## src/rtl/irq_redirect_pkg.sv

```systemverilog
package irq_redirect_pkg;

   typedef enum logic [1:0] {
      LD_NONE    = 2'd0,
      LD_HANDLER = 2'd1,
      LD_RETURN  = 2'd2
   } ld_kind_e;

endpackage

```

## src/rtl/irq_req_cond.sv

```systemverilog
module irq_req_cond #(
   parameter int SYNC_STAGES = 2,
   parameter bit EDGE_MODE   = 1'b1
) (
   input  logic clk,
   input  logic rst_n,
   input  logic req_async,
   output logic req_evt
);

   logic req_sync;

   if (SYNC_STAGES < 0 || SYNC_STAGES > 4) begin : g_bad_sync
      $error("irq_req_cond: SYNC_STAGES must be 0..4");
   end

   if (SYNC_STAGES == 0) begin : g_nosync
      assign req_sync = req_async;
   end else begin : g_sync
      logic [SYNC_STAGES-1:0] sync_q;
      always_ff @(posedge clk or negedge rst_n) begin
         if (!rst_n) begin
            sync_q <= '0;
         end else begin
            sync_q[0] <= req_async;
            for (int i = 1; i < SYNC_STAGES; i++) begin
               sync_q[i] <= sync_q[i-1];
            end
         end
      end
      assign req_sync = sync_q[SYNC_STAGES-1];
   end

   if (EDGE_MODE) begin : g_edge
      logic prev_q;
      always_ff @(posedge clk or negedge rst_n) begin
         if (!rst_n) prev_q <= 1'b0;
         else        prev_q <= req_sync;
      end
      assign req_evt = req_sync & ~prev_q;

      AST_EDGE_SINGLE: assert property (@(posedge clk) disable iff (!rst_n)
         req_evt |=> !req_evt);
   end else begin : g_level
      assign req_evt = req_sync;
   end

endmodule

```

## src/rtl/irq_redirect_ctrl.sv

```systemverilog
module irq_redirect_ctrl
   import irq_redirect_pkg::*;
#(
   parameter int PC_W = 16
) (
   input  logic            clk,
   input  logic            rst_n,
   input  logic            req_evt,
   input  logic            ret_strobe,
   input  logic [PC_W-1:0] pc_cur,
   output ld_kind_e        ld_kind,
   output logic [PC_W-1:0] link_q
);

   logic in_hdl_q;
   logic pend_q;
   logic red_q;
   logic ret_q;
   logic take;

   assign take = !in_hdl_q && (req_evt || pend_q);

   always_ff @(posedge clk or negedge rst_n) begin
      if (!rst_n) begin
         in_hdl_q <= 1'b0;
         pend_q   <= 1'b0;
         red_q    <= 1'b0;
         ret_q    <= 1'b0;
         link_q   <= '0;
      end else begin
         red_q <= take;
         ret_q <= in_hdl_q && ret_strobe;
         if (take)            in_hdl_q <= 1'b1;
         else if (ret_strobe) in_hdl_q <= 1'b0;
         if (take)                      pend_q <= 1'b0;
         else if (req_evt && in_hdl_q)  pend_q <= 1'b1;
         if (take && !ret_q)            link_q <= pc_cur;
      end
   end

   always_comb begin
      if (red_q)      ld_kind = LD_HANDLER;
      else if (ret_q) ld_kind = LD_RETURN;
      else            ld_kind = LD_NONE;
   end

   AST_REDIRECT_NEXT: assert property (@(posedge clk) disable iff (!rst_n)
      take |=> (red_q && in_hdl_q));
   AST_LINK_CAPTURE: assert property (@(posedge clk) disable iff (!rst_n)
      (take && !ret_q) |=> (link_q == $past(pc_cur)));
   AST_NO_NEST: assert property (@(posedge clk) disable iff (!rst_n)
      (in_hdl_q && !ret_strobe) |=> (in_hdl_q && !red_q && $stable(link_q)));
   AST_PEND_SERVED: assert property (@(posedge clk) disable iff (!rst_n)
      (ret_q && pend_q) |=> red_q);
   AST_RET_IGNORED: assert property (@(posedge clk) disable iff (!rst_n)
      (!in_hdl_q && ret_strobe) |=> !ret_q);
   AST_LOAD_EXCL: assert property (@(posedge clk) disable iff (!rst_n)
      !(red_q && ret_q));
   AST_RED_ONE_CYCLE: assert property (@(posedge clk) disable iff (!rst_n)
      red_q |=> !red_q);

endmodule

```

## src/rtl/pc_override_mux.sv

```systemverilog
module pc_override_mux
   import irq_redirect_pkg::*;
#(
   parameter int              PC_W         = 16,
   parameter logic [PC_W-1:0] HANDLER_ADDR = '0
) (
   input  ld_kind_e        ld_kind,
   input  logic [PC_W-1:0] link_q,
   output logic            pc_load,
   output logic [PC_W-1:0] pc_value
);

   always_comb begin
      unique case (ld_kind)
         LD_HANDLER: begin
            pc_load  = 1'b1;
            pc_value = HANDLER_ADDR;
         end
         LD_RETURN: begin
            pc_load  = 1'b1;
            pc_value = link_q;
         end
         default: begin
            pc_load  = 1'b0;
            pc_value = '0;
         end
      endcase
   end

endmodule

```

## src/rtl/irq_redirect_unit.sv

```systemverilog
module irq_redirect_unit
   import irq_redirect_pkg::*;
#(
   parameter int              PC_W         = 16,
   parameter logic [PC_W-1:0] HANDLER_ADDR = 16'h0100,
   parameter int              SYNC_STAGES  = 2,
   parameter bit              EDGE_MODE    = 1'b1
) (
   input  logic            clk,
   input  logic            rst_n,
   input  logic            irq_btn,
   input  logic [PC_W-1:0] pc_cur,
   input  logic            irq_ret,
   output logic            pc_load,
   output logic [PC_W-1:0] pc_value
);

   if (PC_W < 2 || PC_W > 64) begin : g_bad_width
      $error("irq_redirect_unit: PC_W must be 2..64");
   end

   logic            req_evt;
   ld_kind_e        ld_kind;
   logic [PC_W-1:0] link_q;

   irq_req_cond #(
      .SYNC_STAGES (SYNC_STAGES),
      .EDGE_MODE   (EDGE_MODE)
   ) u_cond (
      .clk       (clk),
      .rst_n     (rst_n),
      .req_async (irq_btn),
      .req_evt   (req_evt)
   );

   irq_redirect_ctrl #(
      .PC_W (PC_W)
   ) u_ctrl (
      .clk        (clk),
      .rst_n      (rst_n),
      .req_evt    (req_evt),
      .ret_strobe (irq_ret),
      .pc_cur     (pc_cur),
      .ld_kind    (ld_kind),
      .link_q     (link_q)
   );

   pc_override_mux #(
      .PC_W         (PC_W),
      .HANDLER_ADDR (HANDLER_ADDR)
   ) u_mux (
      .ld_kind  (ld_kind),
      .link_q   (link_q),
      .pc_load  (pc_load),
      .pc_value (pc_value)
   );

   AST_IDLE_ZERO: assert property (@(posedge clk) disable iff (!rst_n)
      !pc_load |-> (pc_value == '0));
   AST_RET_LINK: assert property (@(posedge clk) disable iff (!rst_n)
      (ld_kind == LD_RETURN) |-> (pc_load && pc_value == link_q));

endmodule

```

## config.mk

```make
export PLATFORM = sky130hd
export DESIGN_NAME = irq_redirect_unit
export DESIGN_NICKNAME = d
export VERILOG_FILES = /design/src/rtl/irq_redirect_pkg.sv /design/src/rtl/irq_req_cond.sv /design/src/rtl/irq_redirect_ctrl.sv /design/src/rtl/pc_override_mux.sv /design/src/rtl/irq_redirect_unit.sv
export SDC_FILE = /design/constraint.sdc
export NUM_CORES = 1
export LEC_CHECK = 0
export BUFFER_PORTS_ARGS = -buffer_cell sky130_fd_sc_hd__buf_2
export CAP_MARGIN = 20
export CORE_MARGIN = 3
export CORE_UTILIZATION = 40
export DETAILED_ROUTE_END_ITERATION = 12
export GPL_ROUTABILITY_DRIVEN = 1
export GPL_TIMING_DRIVEN = 0
export PLACE_DENSITY = 0.74
export SETUP_SLACK_MARGIN = 0.5
export SKIP_CTS_REPAIR_TIMING = 1
export SYNTH_ARGS = -nofsm -noshare
export SYNTH_HDL_FRONTEND = slang
export SYNTH_HIERARCHICAL = 1
export SYNTH_SLANG_ARGS = --single-unit
```

## constraint.sdc

```tcl
create_clock -name clk -period 2.41 [get_ports clk]
set_clock_uncertainty 0.1 [all_clocks]
set_input_delay 0.3615 -clock clk [delete_from_list [all_inputs] [get_ports clk]]
set_output_delay 0.3615 -clock clk [all_outputs]
set_load 0.01 [all_outputs]
```

# Yosys cells after proc, flatten, opt, wreduce, memory -nomap -nowiden
# Cells that the tools add are included.
word_totals:
  register_bits: 23
  input_bits: 20
classes:
  n_eq_ne: 2
  mux: 8
  bitwise: 2
  reduce_logical: 10
ops:
  columns: ["op", "n"]
  rows:
  - ["$pmux W16 S2", 1]
  - ["$mux W1", 5]
  - ["$logic_and A1 B1 Y1", 4]
  - ["$mux W2", 2]
  - ["$reduce_bool A2 Y1", 2]
  - ["$eq A2 B1 Y1 const B", 1]
  - ["$eq A2 B2 Y1 const B", 1]
  - ["$logic_not A1 Y1", 2]
  - ["$reduce_or A2 Y1", 1]
  - ["$and A1 B1 Y1", 1]
  - ["$logic_or A1 B1 Y1", 1]
  - ["$not A1 Y1", 1]

# Longest topological paths before layout
logic_depth:
  depth_word: 5
  depth_mapped: 5
  depth_no_buf: 5

# Hierarchy
# The synthesis kept the hierarchy.
by_module_without_submodules:
  columns: ["mod", "n_inst", "cells_per_inst", "area_per_inst_um2", "seq_area_each_um2"]
  rows:
  - ["irq_redirect_ctrl", 1, 46, 754.5, 500.5]
  - ["pc_override_mux", 1, 23, 163.9, 0.0]
  - ["irq_req_cond", 1, 4, 88.8, 75.1]

# Least setup slack after synthesis
# No wires, ideal clock.
synth_timing:
  path_type: "reg-to-reg"
  startpoint: "reg u_cond.g_edge.prev_q"
  endpoint: "reg u_ctrl.link_q[0]"
  arrival_ns: 1.311
  t_required_ns: 2.185
  slack_ns: 0.875
  path_stages_with_launch: 6
  path_buffers: 1
  synth_period_minus_slack_ns: 1.535
  cell_sequence: "dfrtp_1 -> nor2b_4 -> nor2_1 -> nor3_4 -> buf_6 -> mux2_2"
synth_between:
  elab_chain_cells: 5
synth_rtl:
  columns: ["element", "line", "source"]
  rows:
  - ["from (decl)", "irq_req_cond.sv:35", "logic prev_q;"]
  - ["from (signal assigned)", "irq_req_cond.sv:38", "else prev_q <= req_sync;"]
  - ["$not A1 Y1", "irq_req_cond.sv:40", "assign req_evt = req_sync & ~prev_q;"]
  - ["$and A1 B1 Y1", "irq_req_cond.sv:40", null]
  - ["net req_evt", "irq_redirect_unit.sv:22", "logic req_evt;"]
  - ["$logic_or A1 B1 Y1", "irq_redirect_ctrl.sv:21", "assign take = !in_hdl_q && (req_evt || pend_q);"]
  - ["$logic_and A1 B1 Y1", "irq_redirect_ctrl.sv:21", null]
  - ["$logic_and A1 B1 Y1", "irq_redirect_ctrl.sv:37", "if (take && !ret_q) link_q <= pc_cur;"]
  - ["to (signal assigned)", "irq_redirect_ctrl.sv:37", null]
  - ["to (decl)", "irq_redirect_ctrl.sv:12", "output logic [PC_W-1:0] link_q"]
# The timed path passes the listed nets, and every way through them passes these cells.
# A chain may end at the register's enable or synchronous reset.

# Final worst setup path
layout_timing:
  startpoint: "reg u_ctrl.red_q"
  endpoint: "out pc_value[2]"
layout_between:
  elab_chain_cells: 3
  elab_cells_between_ends: 4
layout_rtl:
  columns: ["element", "line", "source"]
  rows:
  - ["from (decl)", "irq_redirect_ctrl.sv:17", "logic red_q;"]
  - ["from (signal assigned)", "irq_redirect_ctrl.sv:31", "red_q <= take;"]
  - ["$mux W2 (*)", "irq_redirect_ctrl.sv:42", "if (red_q) ld_kind = LD_HANDLER;"]
  - ["net ld_kind[1]", "irq_redirect_unit.sv:23", "ld_kind_e ld_kind;"]
  - ["$eq A2 B2 Y1 or $eq A2 B1 Y1 (tied branches)", "pc_override_mux.sv:14", "unique case (ld_kind)"]
  - ["$pmux W16 S2 (*)", "pc_override_mux.sv:14", null]
  - ["to (decl)", "irq_redirect_unit.sv:15", "output logic [PC_W-1:0] pc_value"]
# Mark *: on every way through the listed nets, which the timed path passes. The rest lies on a longest branch.

==> results.cfg <==
[run_status]
status = finished clean

[placement]
pre_cts_ws_ps = 639
dpl_cell_area_mm2 = 0.00122
dp_hpwl_um = 1310
place_congestion = 0.745
port_buffers = 36

[floorplanning]
placeableCoreArea_mm2 = 0.00230
dieArea_mm2 = 0.00316
ioPinCount = 37
die_y_um = 56.2
die_x_um = 56.2
start_util = 0.438
num_rows = 17

[timing]
finalSetupTns_ps = 0
fin_crit_ps = 1930
slew_headroom = 0.669
period_share = 0.799
max_freq_mhz = 519
drv_slew = 0
setup_viol = 0
rsz0062_at_grt = yes
finalWorstSetupSlack_ps = 485
hold_viol = 0
worst_pin_slew_ps = 497

[logic_synthesis]
synth_cell_type_count = 15
yosysSeqAreaShare = 0.571
ys_ff_latch = 23
synth_area_mm2 = 0.00101
synthCells = 73
syn_area_per_cell_um2 = 13.8
synthesis.nets = 95
yosys_warnings = 6

[grt]
antenna_found_initial = 0
grt_use_total = 0.119
grt_overflow_total = 0
grt_start_max_net_pins = 24
grt_pass1_wl_um = 2900
grt_pass1_vias = 671

[setup_path]
endpoint_kind = output port
crit_chain = nor2b_4 > ha_4 > buf_6 > and2_1 > buf_2
start_kind = flip-flop
rrSetupSlack_ps = 690
worst-r2r-cell-count = 5
slowest_delay_ps = 430
slowest_stage = dfrtp_1
reg2reg_from = u_cond/g_edge.prev_q
path_buf_inv = 2
critPathKind = flip-flop to output port
critical_path.max_fanout = 5
rr_endpoint = u_ctrl/link_q[11]
crit_required_ps = 1950
cp.arrival_ps = 1460
crit_family = flip-flops

[finish]
num-fill-cells = 201
antennaDiodeCount = 0
layout.nets = 142
fin_util = 0.625
final_cell_area_mm2 = 0.00144
area_delta_synth_final_pct = 42.5
layout-drive-gt1-share = 0.714

[detailed_routing]
firstDrtPassIters = 2
dr.first_iter.drc_count = 14
num_vias = 685
vias_per_cell = 4.66
remaining_drc_errors = 0
post_drt_wl_per_cell_um = 12.8
wl_um = 1880
antenna_left = 0

[pwr]
peakVddDrop_v = 0.000677
power.total_w = 0.00156
power_density_mw_per_mm2 = 1090
p_leak_nw = 0.701

[clocking]
cts.sinks = 23
cts_buffers = 3
clock_path_buffers = 2
worstSkewPairLatency_ps = 300
cts.clk_slew.worst_paths_ps = 120
cts_root_buffer = clkbuf_4
cts_tree = yes
ctsHtreeMaxLevel = 1

[hold_path]
whs_path_depth = 1
min_from = irq_btn
min_to = u_cond/g_sync.sync_q[0]
worst_hold_path_type = input port to flip-flop

[run]
maxCapViolCount = 0
## registers in the layout, indices dropped and copies added (netlist names)
register / count
u_ctrl/ret_q: 1
u_ctrl/pend_q: 1
u_ctrl/red_q: 1
u_cond/g_sync.sync_q: 2
u_ctrl/link_q: 16
u_cond/g_edge.prev_q: 1
u_ctrl/in_hdl_q: 1
## cells by family after synthesis
group                    after synthesis  synth area share
AO/OA/AOI/OAI                          1           0.00496
adder cells (fa/ha/maj)                2            0.0248
buffers and inverters                  6            0.0410
flip-flops                            23             0.571
multiplexers                          16             0.179
AND/OR/NAND/NOR                       25             0.179
## metal layers
metal | vias up | share of wire | routed length, um | track usage
met5 | - | 0 | 0 | 0
met4 | 0 | 0.010 | 19 | 0.0610
met3 | 2 | 0.064 | 121 | 0.0302
met2 | 21 | 0.52 | 985 | 0.205
met1 | 334 | 0.40 | 752 | 0.135
li1 | 328 | - | - | -
## final cells by class
| type | count | area, um2 | share of cell area |
|---|---|---|---|
| inverters | 3 | 11.3 | 0.00785 |
| clock inverters | 1 | 5.00 | 0.00349 |
| multi-input cells | 44 | 432 | 0.301 |
| well taps | 28 | 35.0 | 0.0244 |
| flip-flops and latches | 23 | 576 | 0.401 |
| clock buffers | 3 | 22.5 | 0.0157 |
| plain buffers | 3 | 33.8 | 0.0235 |
| repair buffers | 42 | 320 | 0.223 |
## per-stage QoR
step / std cells / hold WS (ps)
after floorplan: 73 / -34.1
after global placement: 137 / 236
after detailed placement: 137 / 238
after CTS: 141 / -81.1
after global routing: 147 / 47.3
final: 147 / 58.4
## placed cells by master (no fill, tap or decap)
cell / n
buf_2: 23
dfrtp_1: 23
buf_6: 19
mux2_2: 16
and2_4: 13
nor2_1: 4
clkbuf_4: 3
nor2b_4: 2
buf_4: 2
inv_1: 2
and2_1: 2
clkinv_2: 1
dlygate4sd3_1: 1
and2_2: 1
nor3_4: 1
nor3_1: 1
and2b_2: 1
inv_2: 1
a21oi_1: 1
ha_4: 1
ha_2: 1
## where the power goes
part / leakage [nW] / switching, W / total [W] / internal, W
Combinational: 0.409 / 0.000271 / 0.000743 / 0.000473
Clock: 0.0177 / 0.000110 / 0.000171 / 0.0000618
Sequential: 0.274 / 0.0000962 / 0.000648 / 0.000552
Total: 0.701 / 0.000477 / 0.00156 / 0.00109
## worst max-delay path by stage
stage               slack (ps)  cells after the start            startpoint                to
floorplan                  870                      5  u_cond/g_edge.prev_q  u_ctrl/link_q[0]
global placement           690                      5          u_ctrl/ret_q       pc_value[6]
detailed placement         640                      5          u_ctrl/ret_q       pc_value[6]
CTS                        270                      5          u_ctrl/ret_q      pc_value[12]
global route               390                      5          u_ctrl/red_q       pc_value[2]
finish                     480                      5          u_ctrl/red_q       pc_value[2]
## synth_stat cells
cell type  instances  area [um2]
a21oi_1            1        5.00
and2_1             4        25.0
and2_2            12        90.1
and2b_2            1        8.76
buf_4              1        7.51
buf_6              2        22.5
dfrtp_1           23         576
ha_1               2        25.0
inv_1              3        11.3
mux2_2            16         180
nor2_1             4        15.0
nor2b_1            1        6.26
nor2b_4            1        13.8
nor3_1             1        5.00
nor3_4             1        16.3
No activity file was read; power rests on OpenSTA's default activity.
